===== src/rtl/sysio_pkg.sv =====
package sysio_pkg;

    // flag bit positions (software decodes these)
    localparam int FLG_RX  = 0;
    localparam int FLG_TX  = 1;
    localparam int FLG_PLO = 2;
    localparam int FLG_PHI = 3;
    localparam int FLG_MMU = 9;

    // region and register offsets
    localparam logic [3:0]  REGION   = 4'h2;
    localparam logic [27:0] OFF_DATA = 28'h000_0000;
    localparam logic [27:0] OFF_ENA  = 28'h000_0010;
    localparam logic [27:0] OFF_FLG  = 28'h000_0020;
    localparam logic [27:0] OFF_CFG  = 28'h000_0070;
    localparam logic [27:0] OFF_PID  = 28'h000_0080;
    localparam logic [27:0] OFF_TLB  = 28'h000_00A0;

    typedef struct packed {
        logic data;
        logic ena;
        logic flg;
        logic cfg;
        logic pid;
        logic tlb;
    } hit_t;

endpackage


===== src/rtl/sysio_dec.sv =====
module sysio_dec
    import sysio_pkg::*;
#(
    parameter int TLB_ENT = 4
) (
    input  logic        sel_i,
    input  logic [31:0] addr_i,
    output hit_t        hit_o
);
    localparam logic [27:0] TLB_END = OFF_TLB + 28'(TLB_ENT * 8);

    logic [27:0] off;

    always_comb begin
        off   = addr_i[27:0];
        hit_o = '0;
        if (sel_i && addr_i[31:28] == REGION) begin
            hit_o.data = (off == OFF_DATA);
            hit_o.ena  = (off == OFF_ENA);
            hit_o.flg  = (off == OFF_FLG);
            hit_o.cfg  = (off == OFF_CFG);
            hit_o.pid  = (off == OFF_PID);
            hit_o.tlb  = (off >= OFF_TLB) && (off < TLB_END);
        end
    end

endmodule


===== src/rtl/sysio_phase.sv =====
module sysio_phase #(
    parameter int CNT_W     = 32,
    parameter int PHASE_BIT = 18
) (
    input  logic clk,
    input  logic rst_n,
    output logic phase_o
);
    logic [CNT_W-1:0] cnt_d, cnt_q;

    always_comb begin
        cnt_d = cnt_q + 1'b1;
    end

    always_ff @(posedge clk) begin
        if (!rst_n) cnt_q <= '0;
        else        cnt_q <= cnt_d;
    end

    assign phase_o = cnt_q[PHASE_BIT];

endmodule


===== src/rtl/sysio_regs.sv =====
module sysio_regs
    import sysio_pkg::*;
#(
    parameter int STAT_W    = 10,
    parameter int PID_W     = 8,
    parameter int TLB_ENT   = 4,
    parameter int CNT_W     = 32,
    parameter int PHASE_BIT = 18
) (
    input  logic        clk,
    input  logic        rst_n,
    input  logic        bus_sel,
    input  logic        bus_we,
    input  logic [31:0] bus_addr,
    input  logic [31:0] bus_wdata,
    output logic [31:0] bus_rdata,
    output logic        tx_valid,
    output logic [7:0]  tx_byte,
    input  logic        tx_ready,
    input  logic        rx_valid,
    input  logic [7:0]  rx_byte,
    input  logic        mmu_fault,
    output logic        irq
);
    localparam logic [STAT_W-1:0] FLG_RST =
        STAT_W'((1 << FLG_TX) | (1 << FLG_PLO));

    typedef struct packed {
        logic [STAT_W-1:0] flg;
        logic [STAT_W-1:0] ena;
        logic [PID_W-1:0]  pid;
        logic [7:0]        rxb;
        logic [7:0]        txb;
        logic              txv;
        logic              irq;
    } state_t;

    state_t st_d, st_q;
    hit_t   hit;
    logic   phase;
    logic   wr, rd;
    logic   unused_wdata;

    assign unused_wdata = ^bus_wdata;

    sysio_dec #(.TLB_ENT(TLB_ENT)) u_dec (
        .sel_i  (bus_sel),
        .addr_i (bus_addr),
        .hit_o  (hit)
    );

    sysio_phase #(.CNT_W(CNT_W), .PHASE_BIT(PHASE_BIT)) u_phase (
        .clk     (clk),
        .rst_n   (rst_n),
        .phase_o (phase)
    );

    assign wr = bus_sel &  bus_we;
    assign rd = bus_sel & ~bus_we;

    always_comb begin
        st_d = st_q;
        // software writes first; hardware events below override
        if (wr && hit.ena) st_d.ena = bus_wdata[STAT_W-1:0];
        if (wr && hit.pid) st_d.pid = bus_wdata[PID_W-1:0];
        if (wr && hit.flg) st_d.flg = bus_wdata[STAT_W-1:0];

        if (st_q.txv && tx_ready) begin
            st_d.txv         = 1'b0;
            st_d.flg[FLG_TX] = 1'b1;
        end else if (wr && hit.data && !st_q.txv) begin
            st_d.txv         = 1'b1;
            st_d.txb         = bus_wdata[7:0];
            st_d.flg[FLG_TX] = 1'b0;
        end

        if (rd && hit.data) st_d.flg[FLG_RX] = 1'b0;
        if (rx_valid) begin
            st_d.flg[FLG_RX] = 1'b1;
            st_d.rxb         = rx_byte;
        end

        if (wr && hit.tlb) st_d.flg[FLG_MMU] = 1'b0;
        if (mmu_fault)     st_d.flg[FLG_MMU] = 1'b1;

        st_d.flg[FLG_PHI] = phase;
        st_d.flg[FLG_PLO] = ~phase;

        st_d.irq = |(st_d.flg & st_d.ena);
    end

    always_ff @(posedge clk) begin
        if (!rst_n) begin
            st_q     <= '0;
            st_q.flg <= FLG_RST;
        end else begin
            st_q <= st_d;
        end
    end

    always_comb begin
        bus_rdata = '0;
        if (rd) begin
            if (hit.data)     bus_rdata = 32'(st_q.rxb);
            else if (hit.ena) bus_rdata = 32'(st_q.ena);
            else if (hit.flg) bus_rdata = 32'(st_q.flg);
            else if (hit.pid) bus_rdata = 32'(st_q.pid);
        end
    end

    assign tx_valid = st_q.txv;
    assign tx_byte  = st_q.txb;
    assign irq      = st_q.irq;


    dec_onehot_chk: assert property (@(posedge clk) disable iff (!rst_n)
        $onehot0(hit));


    tx_hold_chk: assert property (@(posedge clk) disable iff (!rst_n)
        (tx_valid && !tx_ready) |=> (tx_valid && $stable(tx_byte)));


    tx_done_chk: assert property (@(posedge clk) disable iff (!rst_n)
        (tx_valid && tx_ready) |=> (!tx_valid && st_q.flg[FLG_TX]));


    rx_flag_chk: assert property (@(posedge clk) disable iff (!rst_n)
        rx_valid |=> (st_q.flg[FLG_RX] && st_q.rxb == $past(rx_byte)));


    phase_pair_chk: assert property (@(posedge clk) disable iff (!rst_n)
        st_q.flg[FLG_PHI] != st_q.flg[FLG_PLO]);


    mmu_set_chk: assert property (@(posedge clk) disable iff (!rst_n)
        mmu_fault |=> st_q.flg[FLG_MMU]);


    irq_match_chk: assert property (@(posedge clk) disable iff (!rst_n)
        irq == |(st_q.flg & st_q.ena));

endmodule


===== config.mk =====
export PLATFORM = sky130hd
export DESIGN_NAME = sysio_regs
export DESIGN_NICKNAME = d
export VERILOG_FILES = /design/src/rtl/sysio_pkg.sv /design/src/rtl/sysio_dec.sv /design/src/rtl/sysio_phase.sv /design/src/rtl/sysio_regs.sv
export SDC_FILE = /design/constraint.sdc
export NUM_CORES = 1
export LEC_CHECK = 0
export BUFFER_PORTS_ARGS = -buffer_cell sky130_fd_sc_hd__buf_4
export CAP_MARGIN = 20
export CORE_ASPECT_RATIO = 0.75
export CORE_UTILIZATION = 50
export CTS_BUF_LIST = sky130_fd_sc_hd__clkbuf_4
export CTS_CLUSTER_SIZE = 16
export DETAILED_ROUTE_END_ITERATION = 12
export GPL_TIMING_DRIVEN = 0
export PLACE_DENSITY = 0.84
export SYNTH_ARGS = -nofsm -noshare
export SYNTH_HDL_FRONTEND = slang
export SYNTH_SLANG_ARGS = --single-unit

===== constraint.sdc =====
create_clock -name clk -period 3.5 [get_ports clk]
set_input_delay 0.35 -clock clk [delete_from_list [all_inputs] [get_ports clk]]
set_output_delay 0.35 -clock clk [all_outputs]
set_load 0.005 [all_outputs]

==> results.json <==
{
  "first_pass_iters": 5,
  "drc_errors": 0,
  "power_frac_seq": 0.517,
  "gp_congestion": 0.854,
  "worst-setup-path-type": "input port to output pin",
  "cts_root_buffer": "clkbuf_4",
  "ys_warn_count": 0,
  "cp.required_ns": 3.15,
  "skew_ns": 0.0110,
  "htreeDepth": 3,
  "synth_cell_types": 43,
  "antenna_left": 0,
  "cts_hold_buf": 0,
  "tns_ns": 0,
  "antenna_cells": 0,
  "cts_setup_buffers": 0,
  "cts_tree": "built",
  "cp-start-kind": "input port",
  "rsz0062_at_grt": "false",
  "final_common_cell": "buf_4",
  "finalSetupViolCount": 0,
  "io_pins": 121,
  "cts.clk_slew.worst_paths_ns": 0.10,
  "placed_cell_area_mm2": 0.00396,
  "p_sw_mw": 0.346,
  "cts.repair.resized": 0,
  "dp_hpwl_mm": 6.23,
  "grt_pass1_wl_mm": 13.1,
  "clk_latency_ns": 0.41,
  "overflow": 0,
  "intPower_mw": 1.11,
  "utilization": 0.686,
  "antenna_found_initial": 0,
  "dr.first_iter.drc_count": 249,
  "cts_buffers": 9,
  "switching_share": 0.237,
  "wirelength_mm": 8.13,
  "vias": 3080,
  "syn_to_final_growth_pct": 27.7,
  "hold_viol": 0,
  "timing.slew.headroom": 0.474,
  "drv_slew": 0,
  "core-area_mm2": 0.00601,
  "status": "completed",
  "power.share.clock": 0.388,
  "timing.hold.ws_ns": 0.147,
  "cellLeakagePower_nw": 1.90,
  "start_util": 0.538,
  "irDropWorstVdd_v": 0.000372,
  "min_period_ns": 3.12,
  "die_area_mm2": 0.00679,
  "crit_path_end_kind": "output pin",
  "final_cell_mix": "buf_4, nor2_1, dfxtp_1, nand2_1, mux2i_1",
  "comb_power_share": 0.095,
  "synth_cells": 383,
  "grt_max_degree": 13,
  "worstHoldPathType": "input port to flip-flop",
  "final_area_mm2": 0.00412,
  "ys_seq_area_frac": 0.403,
  "vias_per_cell": 5.38,
  "max-clock-path-buffers": 2,
  "portBuffers": 74,
  "finalCritPeriodShare": 0.890,
  "ys_ff_latch": 65,
  "worst_pin_slew_ns": 0.785,
  "cts.sinks": 65,
  "final_nets": 569,
  "rows": 24,
  "p_per_area_mw_per_mm2": 354,
  "drive_above_1_share": 0.265,
  "grt_pass1_vias": 2808,
  "synth_area_mm2": 0.00323,
  "die_x_um": 94.8,
  "cp.arrival_ns": 2.77,
  "timing.fmax_mhz": 321,
  "wire_per_inst_um": 14.2,
  "die_h_um": 71.6,
  "grt_usage": 0.249,
  "syn_avg_cell_area_um2": 8.43,
  "cap_violations": 0,
  "path_max_fanout": 8
}
metal layers:
| layer | vias to the layer above | part of all wire | GRT usage |
|---|---|---|---|
| met3 | 11 | 0.097 | 0.0732 |
| met5 | - | 0 | 0 |
| met2 | 154 | 0.46 | 0.416 |
| met4 | 0 | 0.0073 | 0.0623 |
| met1 | 1413 | 0.43 | 0.318 |
| li1 | 1502 | - | - |
path summary, 6_finish.rpt:
| check | end | from | depth (start not counted) | slack [ns] |
|---|---|---|---|---|
| max | bus_rdata[4] | bus_addr[8] | 9 | 0.38 |
| min | st_q[37] | rst_n | 2 | 0.15 |
| max reg2reg | u_phase.cnt_q[16] | u_phase.cnt_q[3] | 5 | 1.71 |
| min reg2reg | u_phase.cnt_q[0] | u_phase.cnt_q[0] | 1 | 0.45 |
worst max-delay path: stages:
cell      delay [ns]
buf_4           0.10
or4_1           0.60
nor4_4          0.34
and4b_1         0.39
and2_1          0.16
clkbuf_1        0.32
a222oi_1        0.15
nor2_1          0.20
buf_4           0.15
power by group through the flow:
stage | logic (mW) | clock network (mW) | registers, mW
2_1_floorplan | 0.0658 | 0 | 0.770
3_3_place_gp | 0.133 | 0 | 0.771
3_5_place_dp | 0.137 | 0 | 0.772
4_1_cts | 0.137 | 0.575 | 0.755
5_1_grt | 0.152 | 0.610 | 0.757
6_report | 0.139 | 0.566 | 0.755
logic make-up after synthesis:
kind of cell,count (synthesis),synth area share
simple gates,163,0.251
flops,65,0.403
compound gates,58,0.112
buf+inv,51,0.0965
mux,30,0.0938
xor+xnor,14,0.0380
fa+ha+maj,1,0.00387
other cells,1,0.00116
cells in the mapped netlist (all sizes together):
master,number,area [um^2]
and4b,1,10.0
clkbuf,14,52.6
nor2b,3,18.8
o2111ai,1,8.76
mux2,2,22.5
a41oi,1,8.76
nor4b,1,8.76
inv,2,7.51
and3,9,56.3
clkinv,1,3.75
a22oi,3,27.5
dfxtp,65,1300
mux2i,28,280
or2,1,6.26
a222oi,8,80.1
nand2,36,135
nor4,7,65.1
and4,4,35.0
nand4,4,25.0
a21oi,25,125
o22ai,7,43.8
or3,3,18.8
o21ai,12,60.1
and2,2,12.5
or4,4,33.8
buf,34,248
xnor2,2,17.5
nand3b,2,15.0
nor2,65,244
nand2b,10,62.6
nand3,8,40.0
conb,1,3.75
ha,1,12.5
o22a,1,8.76
nor3,1,5.00
or4b,2,20.0
xor2,12,105
state kept, by name, summed over array words and instances (netlist names):
name	cells
tx_byte	8
st_q	36
tx_valid	1
u_phase.cnt_q	19
irq	1
area by class of cell:
type                    instances  area [um^2]
fillers                       478         1880
inverters                       3         11.3
clock buffers                   9         67.6
flip-flops and latches         65         1300
multi-input cells             288         1700
clock inverters                 7         93.8
repair buffers                 74          556
well taps                      78         97.6
plain buffers                  48          300
metrics by stage:
step	worst slack, ns	power (mW)	instances
floorplan	1.01	0.836	404
global placement	0.464	0.904	556
detailed placement	0.422	0.908	556
CTS	0.404	1.47	572
global route	0.212	1.52	572
finish	0.385	1.46	572
(Power assumes the default switching activity.)
